$ cat src/rtl/ext_mode_pkg.sv
package ext_mode_pkg;

  localparam int ADDR_W = 13;
  localparam int BANK_W = 2;

  typedef struct packed {
    logic       dll_en;
    logic       half_drive;
    logic [1:0] odt;
    logic [2:0] add_lat;
    logic [2:0] ocd;
    logic       strobe_n_off;
  } emr_cfg_t;

  typedef enum logic {
    CMD_NOP = 1'b0,
    CMD_EMR = 1'b1
  } cmd_kind_e;

  // Scatter the settings over the address bus; the bit positions are decoded by the memory.
  function automatic logic [ADDR_W-1:0] pack_emr(input emr_cfg_t c);
    logic [ADDR_W-1:0] w;
    w       = '0;
    w[0]    = ~c.dll_en;
    w[1]    = c.half_drive;
    w[2]    = c.odt[0];
    w[5:3]  = c.add_lat;
    w[6]    = c.odt[1];
    w[9:7]  = c.ocd;
    w[10]   = c.strobe_n_off;
    return w;
  endfunction

  // Width of a down-counter that must hold the value n.
  function automatic int cnt_width(input int n);
    return (n < 1) ? 1 : $clog2(n + 1);
  endfunction

endpackage

$ cat src/rtl/emp_req_slot.sv
module emp_req_slot
  import ext_mode_pkg::*;
(
  input  logic     clk,
  input  logic     rst_n,
  input  logic     req_i,
  input  emr_cfg_t cfg_i,
  input  logic     take_i,
  output logic     pend_v_o,
  output emr_cfg_t pend_cfg_o
);

  logic     pend_v_q;
  emr_cfg_t pend_cfg_q;
  logic     accept_w;

  assign accept_w = req_i && !pend_v_q;

  always_ff @(posedge clk or negedge rst_n) begin
    if (!rst_n) begin
      pend_v_q   <= 1'b0;
      pend_cfg_q <= '0;
    end else begin
      if (take_i) begin
        pend_v_q <= 1'b0;
      end
      if (accept_w) begin
        pend_v_q   <= 1'b1;
        pend_cfg_q <= cfg_i;
      end
    end
  end

  assign pend_v_o   = pend_v_q;
  assign pend_cfg_o = pend_cfg_q;


  take_needs_pending_chk: assert property (@(posedge clk) disable iff (!rst_n)
    take_i |-> pend_v_o);


  held_cfg_stable_chk: assert property (@(posedge clk) disable iff (!rst_n)
    (pend_v_o && !take_i) |=> (pend_v_o && $stable(pend_cfg_o)));

endmodule

$ cat src/rtl/emp_gap_timer.sv
module emp_gap_timer
  import ext_mode_pkg::*;
#(
  parameter int TMRD = 2
) (
  input  logic clk,
  input  logic rst_n,
  input  logic start_i,
  output logic clear_o,
  output logic open_o
);

  localparam int CW = cnt_width(TMRD);
  localparam logic [CW-1:0] RELOAD = CW'(TMRD - 1);

  logic [CW-1:0] cnt_q;

  always_ff @(posedge clk or negedge rst_n) begin
    if (!rst_n) begin
      cnt_q <= '0;
    end else if (start_i) begin
      cnt_q <= RELOAD;
    end else if (cnt_q != '0) begin
      cnt_q <= cnt_q - 1'b1;
    end
  end

  assign clear_o = (cnt_q == '0);
  assign open_o  = !clear_o;


  no_start_in_gap_chk: assert property (@(posedge clk) disable iff (!rst_n)
    start_i |-> clear_o);

endmodule

$ cat src/rtl/emp_lock_timer.sv
module emp_lock_timer
  import ext_mode_pkg::*;
#(
  parameter int LOCK_CYC = 200
) (
  input  logic clk,
  input  logic rst_n,
  input  logic load_i,
  output logic locked_o
);

  localparam int LW = cnt_width(LOCK_CYC);
  localparam logic [LW-1:0] FULL = LW'(LOCK_CYC);

  logic [LW-1:0] cnt_q;

  always_ff @(posedge clk or negedge rst_n) begin
    if (!rst_n) begin
      cnt_q <= '0;
    end else if (load_i) begin
      cnt_q <= FULL;
    end else if (cnt_q != '0) begin
      cnt_q <= cnt_q - 1'b1;
    end
  end

  assign locked_o = (cnt_q != '0);


  load_locks_chk: assert property (@(posedge clk) disable iff (!rst_n)
    load_i |=> locked_o);


  lock_only_counts_down_chk: assert property (@(posedge clk) disable iff (!rst_n)
    (!load_i && !locked_o) |=> !locked_o);

endmodule

$ cat src/rtl/emp_cmd_drive.sv
module emp_cmd_drive
  import ext_mode_pkg::*;
(
  input  logic              clk,
  input  logic              rst_n,
  input  logic              fire_i,
  input  logic [ADDR_W-1:0] word_i,
  output logic              cs_n_o,
  output logic              ras_n_o,
  output logic              cas_n_o,
  output logic              we_n_o,
  output logic [BANK_W-1:0] ba_o,
  output logic [ADDR_W-1:0] addr_o
);

  cmd_kind_e         kind_q;
  logic [ADDR_W-1:0] addr_q;

  always_ff @(posedge clk or negedge rst_n) begin
    if (!rst_n) begin
      kind_q <= CMD_NOP;
      addr_q <= '0;
    end else if (fire_i) begin
      kind_q <= CMD_EMR;
      addr_q <= word_i;
    end else begin
      kind_q <= CMD_NOP;
      addr_q <= '0;
    end
  end

  logic is_emr_w;
  assign is_emr_w = (kind_q == CMD_EMR);

  assign cs_n_o  = 1'b0;
  assign ras_n_o = !is_emr_w;
  assign cas_n_o = !is_emr_w;
  assign we_n_o  = !is_emr_w;
  assign ba_o    = is_emr_w ? BANK_W'(1) : '0;
  assign addr_o  = addr_q;


  write_follows_fire_chk: assert property (@(posedge clk) disable iff (!rst_n)
    !we_n_o |-> $past(fire_i));


  single_cycle_write_chk: assert property (@(posedge clk) disable iff (!rst_n)
    (!we_n_o && !fire_i) |=> we_n_o);

endmodule

$ cat src/rtl/ext_mode_prog.sv
module ext_mode_prog
  import ext_mode_pkg::*;
#(
  parameter int TMRD     = 2,
  parameter int LOCK_CYC = 200
) (
  input  logic        clk,
  input  logic        rst_n,
  input  logic        req_i,
  input  logic        dll_en_i,
  input  logic        half_drive_i,
  input  logic [1:0]  odt_sel_i,
  input  logic [2:0]  add_lat_i,
  input  logic [2:0]  ocd_i,
  input  logic        strobe_n_off_i,
  input  logic        banks_idle_i,
  input  logic        cke_i,
  input  logic        sr_enter_i,
  input  logic        sr_exit_i,
  output logic        cs_n_o,
  output logic        ras_n_o,
  output logic        cas_n_o,
  output logic        we_n_o,
  output logic [1:0]  ba_o,
  output logic [12:0] addr_o,
  output logic        busy_o,
  output logic        ready_o,
  output logic        rd_ok_o
);

  localparam int SW = cnt_width(TMRD);

  emr_cfg_t req_cfg_w;
  emr_cfg_t pend_cfg_w;
  logic     pend_v_w;
  logic     gap_clear_w;
  logic     gap_open_w;
  logic     issue_w;
  logic     lock_load_w;
  logic     locked_w;

  logic dll_cfg_q;
  logic in_sr_q;
  logic seen_wr_q;
  logic ready_q;

  assign req_cfg_w = '{dll_en:       dll_en_i,
                       half_drive:   half_drive_i,
                       odt:          odt_sel_i,
                       add_lat:      add_lat_i,
                       ocd:          ocd_i,
                       strobe_n_off: strobe_n_off_i};

  emp_req_slot u_slot (
    .clk        (clk),
    .rst_n      (rst_n),
    .req_i      (req_i),
    .cfg_i      (req_cfg_w),
    .take_i     (issue_w),
    .pend_v_o   (pend_v_w),
    .pend_cfg_o (pend_cfg_w)
  );

  assign issue_w = pend_v_w && gap_clear_w && banks_idle_i && cke_i;

  emp_gap_timer #(.TMRD(TMRD)) u_gap (
    .clk     (clk),
    .rst_n   (rst_n),
    .start_i (issue_w),
    .clear_o (gap_clear_w),
    .open_o  (gap_open_w)
  );

  emp_cmd_drive u_drv (
    .clk     (clk),
    .rst_n   (rst_n),
    .fire_i  (issue_w),
    .word_i  (pack_emr(pend_cfg_w)),
    .cs_n_o  (cs_n_o),
    .ras_n_o (ras_n_o),
    .cas_n_o (cas_n_o),
    .we_n_o  (we_n_o),
    .ba_o    (ba_o),
    .addr_o  (addr_o)
  );

  // DLL becomes enabled by a write, or by leaving self-refresh with it configured on.
  assign lock_load_w = (issue_w && pend_cfg_w.dll_en) ||
                       (sr_exit_i && in_sr_q && dll_cfg_q);

  emp_lock_timer #(.LOCK_CYC(LOCK_CYC)) u_lock (
    .clk      (clk),
    .rst_n    (rst_n),
    .load_i   (lock_load_w),
    .locked_o (locked_w)
  );

  always_ff @(posedge clk or negedge rst_n) begin
    if (!rst_n) begin
      dll_cfg_q <= 1'b0;
      in_sr_q   <= 1'b0;
      seen_wr_q <= 1'b0;
      ready_q   <= 1'b0;
    end else begin
      if (issue_w) begin
        dll_cfg_q <= pend_cfg_w.dll_en;
        seen_wr_q <= 1'b1;
      end
      if (sr_exit_i) begin
        in_sr_q <= 1'b0;
      end else if (sr_enter_i) begin
        in_sr_q <= 1'b1;
      end
      if (seen_wr_q && gap_clear_w) begin
        ready_q <= 1'b1;
      end
    end
  end

  assign busy_o  = pend_v_w || gap_open_w;
  assign ready_o = ready_q;
  assign rd_ok_o = ready_q && dll_cfg_q && !in_sr_q && !locked_w;

  // ---------------- checks ----------------
  logic          pins_wr_w;
  logic [SW-1:0] since_wr_q;

  assign pins_wr_w = !cs_n_o && !ras_n_o && !cas_n_o && !we_n_o;

  always_ff @(posedge clk or negedge rst_n) begin
    if (!rst_n) begin
      since_wr_q <= SW'(TMRD);
    end else if (pins_wr_w) begin
      since_wr_q <= SW'(1);
    end else if (since_wr_q < SW'(TMRD)) begin
      since_wr_q <= since_wr_q + 1'b1;
    end
  end


  write_spacing_chk: assert property (@(posedge clk) disable iff (!rst_n)
    pins_wr_w |-> (since_wr_q >= SW'(TMRD)));


  precond_met_chk: assert property (@(posedge clk) disable iff (!rst_n)
    pins_wr_w |-> $past(banks_idle_i && cke_i));


  upper_bits_low_chk: assert property (@(posedge clk) disable iff (!rst_n)
    pins_wr_w |-> (addr_o[12:11] == 2'b00 && ba_o == 2'b01));


  ready_sticky_chk: assert property (@(posedge clk) disable iff (!rst_n)
    ready_o |=> ready_o);


  rd_needs_ready_chk: assert property (@(posedge clk) disable iff (!rst_n)
    rd_ok_o |-> ready_o);


  enable_write_locks_chk: assert property (@(posedge clk) disable iff (!rst_n)
    (pins_wr_w && !addr_o[0]) |-> !rd_ok_o);


  disable_write_blocks_chk: assert property (@(posedge clk) disable iff (!rst_n)
    (pins_wr_w && addr_o[0]) |-> !rd_ok_o);


  sr_entry_blocks_chk: assert property (@(posedge clk) disable iff (!rst_n)
    (sr_enter_i && !sr_exit_i) |=> !rd_ok_o);

endmodule

$ cat config.mk
export PLATFORM = sky130hd
export DESIGN_NAME = ext_mode_prog
export DESIGN_NICKNAME = d
export VERILOG_FILES = /design/src/rtl/ext_mode_pkg.sv /design/src/rtl/emp_req_slot.sv /design/src/rtl/emp_gap_timer.sv /design/src/rtl/emp_lock_timer.sv /design/src/rtl/emp_cmd_drive.sv /design/src/rtl/ext_mode_prog.sv
export SDC_FILE = /design/constraint.sdc
export NUM_CORES = 1
export LEC_CHECK = 0
export BUFFER_PORTS_ARGS = -buffer_cell sky130_fd_sc_hd__buf_2
export CAP_MARGIN = 20
export CELL_PAD_IN_SITES_DETAIL_PLACEMENT = 1
export CELL_PAD_IN_SITES_GLOBAL_PLACEMENT = 1
export CORE_ASPECT_RATIO = 2
export CORE_MARGIN = 4
export CORE_UTILIZATION = 35
export DETAILED_ROUTE_END_ITERATION = 10
export PLACE_DENSITY = 0.74
export SLEW_MARGIN = 15
export SYNTH_ARGS = -nofsm -noshare
export SYNTH_HDL_FRONTEND = slang
export SYNTH_SLANG_ARGS = --single-unit
export TNS_END_PERCENT = 100
$ cat constraint.sdc
create_clock -name clk -period 2.1 [get_ports clk]
set_input_delay 0.105 -clock clk [delete_from_list [all_inputs] [get_ports clk]]
set_output_delay 0.105 -clock clk [all_outputs]
set_load 0.05 [all_outputs]
# --- Word-level counts from Yosys, hierarchy flattened ---
# Index checks and enable logic that the tools add are counted.
totals:
  regBits: 38
  output_inout_bits: 22
op_classes:
  add_sub_neg: 2
  mux: 11
  bitwise_logic: 1
  n_reduce_logical: 25
ops:
  columns: ["operator", "n"]
  rows:
  - ["two-way mux 8 bit", 2]
  - ["logical AND 1 bit", 11]
  - ["two-way mux 11 bit", 1]
  - ["nonzero test 2 bit", 5]
  - ["nonzero test 8 bit", 1]
  - ["subtractor 8 x 1 -> 8 bit (second input constant)", 1]
  - ["two-way mux 1 bit", 6]
  - ["zero test 1 bit", 5]
  - ["two-way mux 2 bit", 2]
  - ["zero test 2 bit", 1]
  - ["logical OR 1 bit", 2]
  - ["subtractor 2 x 1 -> 2 bit (second input constant)", 1]
  - ["inverter 1 bit", 1]

# --- Depth between registers and ports, before layout ---
logic_depth:
  word_depth: 7
  ltp_mapped: 7
  depth_no_buf: 6

# --- Hierarchy ---
# From an unflattened synthesis, not the netlist that was laid out.
unflattened:
  cells_unflattened: 139
  area_unflattened_um2: 1783.0
by_module_without_submodules:
  columns: ["module", "instances", "cells_each", "area_per_inst_um2"]
  rows:
  - ["emp_req_slot", 1, 27, 504.2]
  - ["emp_cmd_drive", 1, 35, 499.2]
  - ["emp_lock_timer", 1, 48, 473.0]
  - ["ext_mode_prog", 1, 18, 186.4]
  - ["emp_gap_timer", 1, 11, 120.1]

# --- Worst setup path before layout ---
# No wires, ideal clock.
synth_timing:
  path_kind: "register to output"
  from: "reg u_lock.cnt_q[0]"
  to: "out rd_ok_o"
  t_arrival_ns: 2.161
  t_required_ns: 1.995
  path_slack_ns: -0.166
  stages_incl_launch_ff: 6
  path_cell_list: "dfrtp_1 -> inv_1 -> ha_1 -> nor4b_1 -> nand2_1 -> nor3_1"
synth_between:
  elab_chain_cells: 3
synth_rtl:
  columns: ["item", "line", "text"]
  rows:
  - ["start, declared", "emp_lock_timer.sv:15", "logic [LW-1:0] cnt_q;"]
  - ["start signal, assigned", "emp_lock_timer.sv:23", "cnt_q <= cnt_q - 1'b1;"]
  - ["nonzero test 8 bit", "emp_lock_timer.sv:27", "assign locked_o = (cnt_q != '0);"]
  - ["zero test 1 bit", "ext_mode_prog.sv:122", "assign rd_ok_o = ready_q && dll_cfg_q && !in_sr_q && !locked_w;"]
  - ["logical AND 1 bit", "ext_mode_prog.sv:122", null]
  - ["end, declared", "ext_mode_prog.sv:28", "output logic rd_ok_o"]
# No other way between the ends.

# --- Worst setup path in the final report ---
# Ends and elaborated chain as after synthesis.

==> results.py <==
metrics = {
    "routing": {
        "drt-pass1-iter-count": 3,
        "drc_errors": 0,
        "drtIter0Drc": 12,
        "routed_wl_um": 3610,
        "vias_per_cell": 4.95,
        "via_count": 1119,
        "wl_per_cell_um": 16.0,
        "ant_nets": 0,
    },
    "yosys": {
        "synth_ff_type": "dfrtp_1",
        "synth-async-reset-ratio_pct": 100,
        "synth_edf_count": 0,
        "ys_seq_elements": 38,
        "syn-cell-area_sq_um": 1570,
        "yosysUniqueCellTypes": 35,
        "ys.warnings.count": 0,
        "seq_area_frac_synth_pct": 60.4,
        "syn_area_per_cell_sq_um": 12.2,
        "netlist_instances": 129,
    },
    "die": {
        "dieArea_sq_um": 5700,
        "start_util_pct": 36.3,
        "die_w_um": 55.4,
        "design.core.area_sq_um": 4340,
        "num_rows": 34,
        "io_pins": 40,
        "die_h_um": 103,
    },
    "finish": {
        "fin_cells": 226,
        "finalNetCount": 192,
        "synthToLayoutAreaGrowth_pct": 22.7,
        "nFillCells": 524,
        "diodes": 0,
        "drive_above_1_share_pct": 36.6,
    },
    "setup_path": {
        "reg2reg_depth": 5,
        "crit_start": "u_lock.cnt_q[0]",
        "critPathCaptureType": "output port",
        "critPathMaxFanout": 4,
        "required_ns": 2.00,
        "crit_end": "rd_ok_o",
        "start_kind": "flip-flop",
        "timing.rr.end": "u_lock.cnt_q[6]",
        "crit_chain": "inv_1 > ha_1 > nor4b_4 > nand2_1 > nor3_2 > clkbuf_4",
        "worst_path_largest_cell_delay_ns": 0.42,
        "critPathArrivalTime_ns": 1.85,
        "reg2reg_from": "u_lock.cnt_q[0]",
        "critPathKind": "reg2out",
        "cpMaxStageDelayCell": "dfrtp_1",
        "regToRegSetupSlack_ns": 0.27,
    },
    "clock_network": {
        "cts_tree": "built",
        "clock_latency_ns": 0.29,
        "htreeDepth": 2,
        "cts_buffers": 5,
        "post_cts_buffers": 0,
        "root_buffer": "clkbuf_8",
        "cts_buffer_depth": 2,
        "clock-sinks": 38,
        "clk_pin_slew_ns": 0.07,
    },
    "power_and_ir_drop": {
        "p_int_uw": 1590,
        "combPwrFrac_pct": 32.2,
        "p_clk_share_pct": 20.4,
        "swShare_pct": 36.2,
        "powerDensity_nw_per_um2": 1290,
        "p_switching_uw": 903,
        "p_leak_uw": 0.000935,
        "ir_drop_uv": 702,
        "seqPwrFrac_pct": 47.4,
    },
    "grt": {
        "grt_max_degree": 39,
        "track_usage_pct": 13.9,
        "grt_pass1_vias": 1272,
        "use_met1_pct": 13.6,
        "met2_usage_pct": 26.5,
        "overflow": 0,
        "antenna_found_initial": 0,
        "grt_use_met3_pct": 3.88,
        "grt_busiest_layer": "met2",
        "grt_pass1_wl_um": 6130,
    },
    "placed_design": {
        "io_buffers": 35,
        "dp.cells": 216,
        "gp_congestion": 0.672,
        "hpwlAfterDp_um": 2680,
    },
    "timing": {
        "fin_crit_sh_pct": 93.2,
        "worst_hold_slack_ns": 0.0394,
        "setup_violations": 0,
        "relSlewSlack_pct": 43.2,
        "rsz0062_at_grt": "false",
        "tns_ns": 0,
        "fmax_mhz": 511,
        "worst_clock_skew_ns": 0.00231,
        "slew_viol_final": 0,
        "tightest_slew_ns": 0.851,
        "min_period_ns": 1.96,
        "hold_violations": 0,
    },
    "hold_path": {
        "hold_path_class": "in2reg",
    },
    "outcome": {
        "status": "finished clean",
    },
    "run": {
        "cap_violations": 0,
    },
}
[sequential cells by signal, indices dropped and copies added (netlist names), 2 cells and up]
name / count
u_slot.pend_cfg_o: 11
u_gap.cnt_q: 2
u_lock.cnt_q: 8
u_drv.addr_o: 11
[synth_stat cells (2+ instances only)]
cell      count  area share [%]
dfrtp_1      38              60
nand3_1       3            0.95
nand2_1       7             1.7
and3_1        2            0.79
nor2_1        7             1.7
a21oi_1       3            0.95
nand2b_1      2            0.79
inv_1         6             1.4
mux2_2       11             7.9
buf_4         7             3.3
ha_1          3             2.4
o21ai_0       3            0.95
nor3_1        3            0.95
and2_1       10             4.0
o31ai_1       2            0.95
xor2_1        2             1.1
nor2b_1       2            0.79
[worst min-delay path by stage]
stage	start	to	slack, ns	cells after the start
finish	sr_enter_i	in_sr_q	0.04	3
global placement	rst_n	ready_o	0.24	1
floorplan	rst_n	dll_cfg_q	-0.19	0
global route	strobe_n_off_i	u_slot.pend_cfg_o[0]	0.04	2
detailed placement	rst_n	u_gap.cnt_q[0]	0.27	1
CTS	sr_enter_i	in_sr_q	0.03	3
[cell families after synthesis]
| family | Yosys count | share of synthesized area, % |
|---|---|---|
| mux | 11 | 7.87 |
| flops | 38 | 60.4 |
| fa+ha+maj | 3 | 2.38 |
| xor+xnor | 2 | 1.11 |
| simple gates | 43 | 15.3 |
| other cells | 1 | 0.238 |
| buf+inv | 15 | 5.25 |
| compound gates | 16 | 7.39 |
[power by group through the flow]
stage	Combinational, uW	Sequential, uW	Clock, uW
5_1_grt	896	1210	572
3_5_place_dp	804	1180	0
2_1_floorplan	544	1190	0
6_report	804	1180	508
3_3_place_gp	750	1140	0
4_1_cts	814	1170	534
[layout make-up]
type / instances / area [sq um] / share of cell area [%]
sequential: 38 / 951 / 49.2
clock buffer: 7 / 86.3 / 4.47
multi-input combinational: 79 / 572 / 29.6
inverter: 6 / 22.5 / 1.17
timing repair buffer: 41 / 228 / 11.8
tap: 54 / 67.6 / 3.50
clock inverter: 1 / 5.00 / 0.259
[through the flow]
step                      cell area (sq um)  total power, uW  setup WS, ns  utilization (%)
after floorplan                        1590             1740         0.251                -
after global placement                 1800             1890         0.431             41.6
after detailed placement               1800             1980         0.245             41.6
after CTS                              1920             2520        0.0536             44.3
after global routing                   1930             2680       0.00971             44.5
final                                  1930             2490         0.143             44.5
[placed cells by master (no fill, tap or decap), types with 4 or more instances in the layout]
cell      count
and2_1       10
buf_2        34
buf_4         4
clkbuf_8      6
conb_1        4
dfrtp_1      38
inv_1         6
mux2_2       11
nand2_1       7
nor2_1        7
[metal layers]
layer,vias up,wire length [um]
li1,516,-
met1,562,1240
met2,32,2130
met3,9,157
met4,0,87
met5,-,0
[critical path: cells and delay by family (launching register included)]
family	cells	cell delay [ns]
flops	1	0.42
simple gates	3	0.55
fa+ha+maj	1	0.23
buf+inv	2	0.37
[timing repair]
| item | CTS | global route |
|---|---|---|
| gates resized for setup | 1 | 2 |
| hold endpoints to repair | 39 | 0 |
| cloned | 0 | 0 |
| setup endpoints to repair | 1 | 1 |
| hold buffers | 2 | 0 |
No activity file was read; power rests on OpenSTA's default activity.
